[src/rtl/sdfifo_pkg.sv]
package sdfifo_pkg;

    localparam int SAMPLE_W  = 12;
    localparam int FIFO_SLOTS = 8;

    typedef struct packed {
        logic                range_err;
        logic [SAMPLE_W-1:0] sample;
    } result_t;

    localparam int WORD_W = $bits(result_t);

    function automatic result_t make_result(input logic [SAMPLE_W-1:0] s,
                                            input logic r);
        result_t w;
        w.range_err = r;
        w.sample    = s;
        return w;
    endfunction

    localparam result_t RESULT_ZERO = '0;

endpackage

[src/rtl/sdf_ctrl.sv]
module sdf_ctrl
    import sdfifo_pkg::*;
#(
    parameter int DEPTH = FIFO_SLOTS,
    localparam int PTR_W = $clog2(DEPTH + 1)
) (
    input  logic             clk,
    input  logic             rst,
    input  logic             wr_req,
    input  logic             rd_req,
    output logic             shift_en,
    output logic [DEPTH-1:0] wr_sel,
    output logic             is_empty,
    output logic             is_full,
    output logic             ovf_sticky
);

    localparam logic [PTR_W-1:0] PTR_FULL = PTR_W'(DEPTH);
    localparam logic [PTR_W-1:0] PTR_ONE  = PTR_W'(1);

    typedef enum logic [1:0] {
        OP_IDLE,
        OP_PUSH,
        OP_POP,
        OP_SWAP
    } op_e;

    logic [PTR_W-1:0] level_q, level_d;
    logic [PTR_W-1:0] wr_slot;
    logic             rd_ok, wr_ok, wr_drop;
    op_e              op;

    // A read is honoured only when something is stored.
    // A write is honoured when there is room, or when a read frees a slot on the same edge.
    assign rd_ok   = rd_req && (level_q != '0);
    assign wr_ok   = wr_req && ((level_q != PTR_FULL) || rd_ok);
    assign wr_drop = wr_req && !wr_ok;

    always_comb begin
        unique case ({wr_ok, rd_ok})
            2'b10:   op = OP_PUSH;
            2'b01:   op = OP_POP;
            2'b11:   op = OP_SWAP;
            default: op = OP_IDLE;
        endcase
    end

    always_comb begin
        level_d = level_q;
        wr_slot = level_q;
        unique case (op)
            OP_PUSH: level_d = level_q + PTR_ONE;
            OP_POP:  level_d = level_q - PTR_ONE;
            OP_SWAP: wr_slot = level_q - PTR_ONE;  // contents shift, new word lands one below
            default: ;
        endcase
    end

    generate
        for (genvar i = 0; i < DEPTH; i++) begin : g_sel
            assign wr_sel[i] = wr_ok && (wr_slot == PTR_W'(i));
        end
    endgenerate

    assign shift_en = rd_ok;
    assign is_empty = (level_q == '0);
    assign is_full  = (level_q == PTR_FULL);

    always_ff @(posedge clk) begin
        if (rst) begin
            level_q    <= '0;
            ovf_sticky <= 1'b0;
        end else begin
            level_q <= level_d;
            if (wr_drop) begin
                ovf_sticky <= 1'b1;
            end
        end
    end

endmodule

[src/rtl/sdf_slot_array.sv]
module sdf_slot_array
    import sdfifo_pkg::*;
#(
    parameter int DEPTH = FIFO_SLOTS
) (
    input  logic             clk,
    input  logic             rst,
    input  logic             shift_en,
    input  logic [DEPTH-1:0] wr_sel,
    input  result_t          wr_word,
    output result_t          bottom_word
);

    result_t slot_q [DEPTH];

    generate
        for (genvar i = 0; i < DEPTH; i++) begin : g_slot
            result_t above;
            if (i == DEPTH - 1) begin : g_top
                assign above = slot_q[i];
            end else begin : g_mid
                assign above = slot_q[i+1];
            end

            always_ff @(posedge clk) begin
                if (rst) begin
                    slot_q[i] <= RESULT_ZERO;
                end else if (wr_sel[i]) begin
                    slot_q[i] <= wr_word;
                end else if (shift_en) begin
                    slot_q[i] <= above;
                end
            end
        end
    endgenerate

    assign bottom_word = slot_q[0];

endmodule

[src/rtl/shiftdown_result_fifo.sv]
module shiftdown_result_fifo
    import sdfifo_pkg::*;
#(
    parameter int DEPTH = FIFO_SLOTS
) (
    input  logic                clk,
    input  logic                rst,
    input  logic                wr_en,
    input  logic [SAMPLE_W-1:0] wr_sample,
    input  logic                wr_range,
    input  logic                rd_en,
    output logic [SAMPLE_W-1:0] rd_sample,
    output logic                rd_range,
    output logic                empty,
    output logic                full,
    output logic                overflow
);

    logic             shift_en;
    logic [DEPTH-1:0] wr_sel;
    result_t          bottom;

    sdf_ctrl #(.DEPTH(DEPTH)) u_ctrl (
        .clk        (clk),
        .rst        (rst),
        .wr_req     (wr_en),
        .rd_req     (rd_en),
        .shift_en   (shift_en),
        .wr_sel     (wr_sel),
        .is_empty   (empty),
        .is_full    (full),
        .ovf_sticky (overflow)
    );

    sdf_slot_array #(.DEPTH(DEPTH)) u_slots (
        .clk         (clk),
        .rst         (rst),
        .shift_en    (shift_en),
        .wr_sel      (wr_sel),
        .wr_word     (make_result(wr_sample, wr_range)),
        .bottom_word (bottom)
    );

    assign rd_sample = bottom.sample;
    assign rd_range  = bottom.range_err;

endmodule

[config.mk]
export PLATFORM = sky130hd
export DESIGN_NAME = shiftdown_result_fifo
export DESIGN_NICKNAME = d
export VERILOG_FILES = /design/src/rtl/sdfifo_pkg.sv /design/src/rtl/sdf_ctrl.sv /design/src/rtl/sdf_slot_array.sv /design/src/rtl/shiftdown_result_fifo.sv
export SDC_FILE = /design/constraint.sdc
export NUM_CORES = 1
export LEC_CHECK = 0
export CORE_MARGIN = 5
export CORE_UTILIZATION = 55
export CTS_CLUSTER_SIZE = 12
export DETAILED_ROUTE_END_ITERATION = 8
export DONT_BUFFER_PORTS = 1
export HOLD_SLACK_MARGIN = 0.06
export PLACE_DENSITY = 0.7
export SYNTH_ARGS = -nofsm -noshare
export SYNTH_HDL_FRONTEND = slang
export SYNTH_SLANG_ARGS = --single-unit
[constraint.sdc]
create_clock -name clk -period 3 [get_ports clk]
set_input_delay 0.3 -clock clk [delete_from_list [all_inputs] [get_ports clk]]
set_output_delay 0.3 -clock clk [all_outputs]
set_load 0.02 [all_outputs]
==> qor.yml <==
whs_path_depth: 2
syn_nets: 432
postSynthAreaPerCell_um2: 12.7
num_vias: 3127
drc: 0
htree_levels: 3
power_density_mw_per_mm2: 734
cts_made_buffers: 9
tightestPinTransition_ns: 0.615
cp-startpoint: "u_ctrl.level_q[1]"
drt-total-wl_um: 8880
p_leak_nw: 2.41
post-cts-setup-buffer-count: 0
crit_slowest_cell: "dfxtp_1"
ys_types: 43
layout-drive-gt1-share: 0.117
crit_fanout: 13
antenna_cells: 0
antenna_found_initial: 0
max_slew_margin: 0.587
overflow: 0
io_buffers: 0
gp_congestion: 0.908
worstSetupStartpointType: "flop"
required_ns: 3.01
worstHoldStart: "rst"
end_kind: "flop"
regArea_mm2: 0.00322
crit_buf_inv: 2
hold-path-endpoint: "u_ctrl.level_q[1]"
report.final.slew_viol_count: 0
cts-root-buf: "clkbuf_8"
cts_sinks: 109
nets: 434
r2r_start: "u_ctrl.level_q[1]"
fin_skew_ns: 0.0108
grt_pass1_vias: 2965
synthArstFlopShare: 0
max_stage_delay_ns: 0.52
via_per_inst: 5.71
synth-edff-count: 104
nFillCells: 706
start_util: 0.566
path_clk_slew_ns: 0.10
grt_max_degree: 92
synth_ff_type: "edfxtp_1"
ys_warn_count: 0
coreArea_mm2: 0.00924
die_area_mm2: 0.0116
fin_setup_tns_ns: 0
boundaryPins: 33
syn_area_mm2: 0.00523
rows: 35
yosysSeqAreaShare: 0.616
synth_seq_cells: 109
timing.fmax_ghz: 0.352
clock_path_buffers: 2
r2r_cells: 7
min-delay-path-class: "input pin to flop"
fin_crit_sh: 0.948
hold_viol: 0
drtIter0Drc: 249
dp_hpwl_um: 6340
ant_nets: 0
cp_top_family: "simple AND/OR/NAND/NOR gates"
wl_per_cell_um: 16.2
r2r_slack_ns: 0.16
setup_violations: 0
timing.max_cap.violations: 0
worstSetupPathType: "flop to flop"
outcome: "completed"
cts_tree: "built"
critPathArrivalTime_ns: 2.85
fin_crit_ns: 2.84
irDropWorstVdd_v: 0.000347
multi_input_area_mm2: 0.00184
rsz0062_at_grt: "no"
drt-pass1-iter-count: 4
clk_latency_ns: 0.37
r2r_end: "u_slots.slot_q[0][6]"
synthCells: 413
syn2layout_area_growth_pct: 6.84
dieHeight_um: 108
cp_cell_sequence: "inv_2 > ha_1 > or3b_1 > inv_4 > nor4_1 > o221ai_2 > nand2_1"
grt_pass1_wl_um: 14400
die_w_um: 108
grt_usage: 0.160
whs_ns: 0.108
-- sequential cells by signal, indices dropped and copies added, names as in the netlist --
signal / flops
u_slots.slot_q: 104
u_ctrl.ovf_sticky: 1
u_ctrl.level_q: 4
-- report_power, final --
part	switching [mW]	internal, mW	total (mW)
sequential	0.186	2.11	2.30
clock	0.513	0.398	0.911
combinational	0.577	0.319	0.896
total	1.28	2.83	4.10
-- kinds of logic (layout without fill, tap and decap cells) --
| kind of cell | after synthesis | count (layout) | share of synthesized area |
|---|---|---|---|
| buffers and inverters | 32 | 38 | 0.0349 |
| AOI/OAI and AO/OA | 39 | 39 | 0.0686 |
| muxes | 80 | 80 | 0.153 |
| DFF | 109 | 109 | 0.616 |
| and+or+nand+nor | 150 | 150 | 0.121 |
| adders and majority gates | 2 | 2 | 0.00478 |
| xor gates and xnor gates | 1 | 1 | 0.00167 |
-- layout make-up --
cell class / count / share of cell area
Tap cell: 129 / 0.0289
Inverter: 7 / 0.00515
Multi-Input combinational cell: 272 / 0.329
Timing Repair Buffer: 16 / 0.0242
Clock buffer: 9 / 0.0222
Sequential cell: 109 / 0.577
Clock inverter: 6 / 0.0139
-- cell usage after synthesis (3+ instances only) --
cell type / count / area (µm²)
nand2_1: 114 / 428
edfxtp_1: 104 / 3120
mux2i_1: 79 / 791
nor2_1: 16 / 60.1
a2bb2oi_1: 12 / 105
clkbuf_1: 12 / 45.0
buf_6: 6 / 67.6
dfxtp_1: 5 / 100
nor4_1: 5 / 31.3
inv_1: 4 / 15.0
o221ai_2: 4 / 60.1
a211oi_2: 3 / 37.5
a21oi_1: 3 / 15.0
buf_2: 3 / 15.0
buf_4: 3 / 22.5
nand3b_1: 3 / 22.5
-- cell usage in the layout (no fill, tap or decap), types with 2 or more instances in the layout --
cell type and instances:
edfxtp_1 104, nor2b_1 2, a2bb2oi_1 12, a211oi_2 3, ha_1 2, inv_8 2, buf_4 14, inv_2 2
clkbuf_8 9, nand2_1 111, nand2_2 3, nor4_1 5, o22ai_1 2, o21ai_2 2, dfxtp_1 5, inv_1 4
mux2i_1 79, o21ai_0 2, nand3b_1 3, and3b_1 2, o221ai_2 4, nor2_1 16, a211oi_1 2, nor3_1 2
o21ai_1 2, a21oi_1 3
-- per-layer routing --
layer	wire length, µm	vias up	GRT usage
met2	4210	72	0.248
li1	-	1514	-
met5	0	-	0
met1	4040	1515	0.216
met4	324	0	0.0812
met3	307	26	0.0276
-- repair_timing --
item | in CTS | in global routing
hold buffers | 1 | 0
endpoints found under the hold margin | 3 | 0
endpoints found under the setup margin | 0 | 28
resized for setup | 0 | 3
-- worst max path at each step --
stage | endpoint | slack (ns) | cells past startpoint
3_5_place_dp | u_slots.slot_q[0][17] | 0.21 | 7
4_1_cts | u_slots.slot_q[0][21] | 0.18 | 7
6_report | u_slots.slot_q[0][6] | 0.16 | 7
2_1_floorplan | u_slots.slot_q[1][0] | 0.19 | 10
3_3_place_gp | u_slots.slot_q[0][17] | 0.30 | 7
5_1_grt | u_slots.slot_q[0][6] | 0.01 | 7
-- through the flow --
| stage | area [µm²] | std cells | setup slack [ns] | util | total power, mW |
|---|---|---|---|---|---|
| detailed placement | 5370 | 532 | 0.205 | 0.581 | 3.23 |
| global route | 5590 | 548 | 0.0126 | 0.605 | 4.31 |
| CTS | 5580 | 548 | 0.179 | 0.604 | 4.13 |
| global placement | 5370 | 532 | 0.297 | 0.581 | 3.19 |
| finish | 5590 | 548 | 0.156 | 0.605 | 4.10 |
| floorplan | 5230 | 413 | 0.185 | - | 3.05 |
Power figures use the tool's default switching activity.
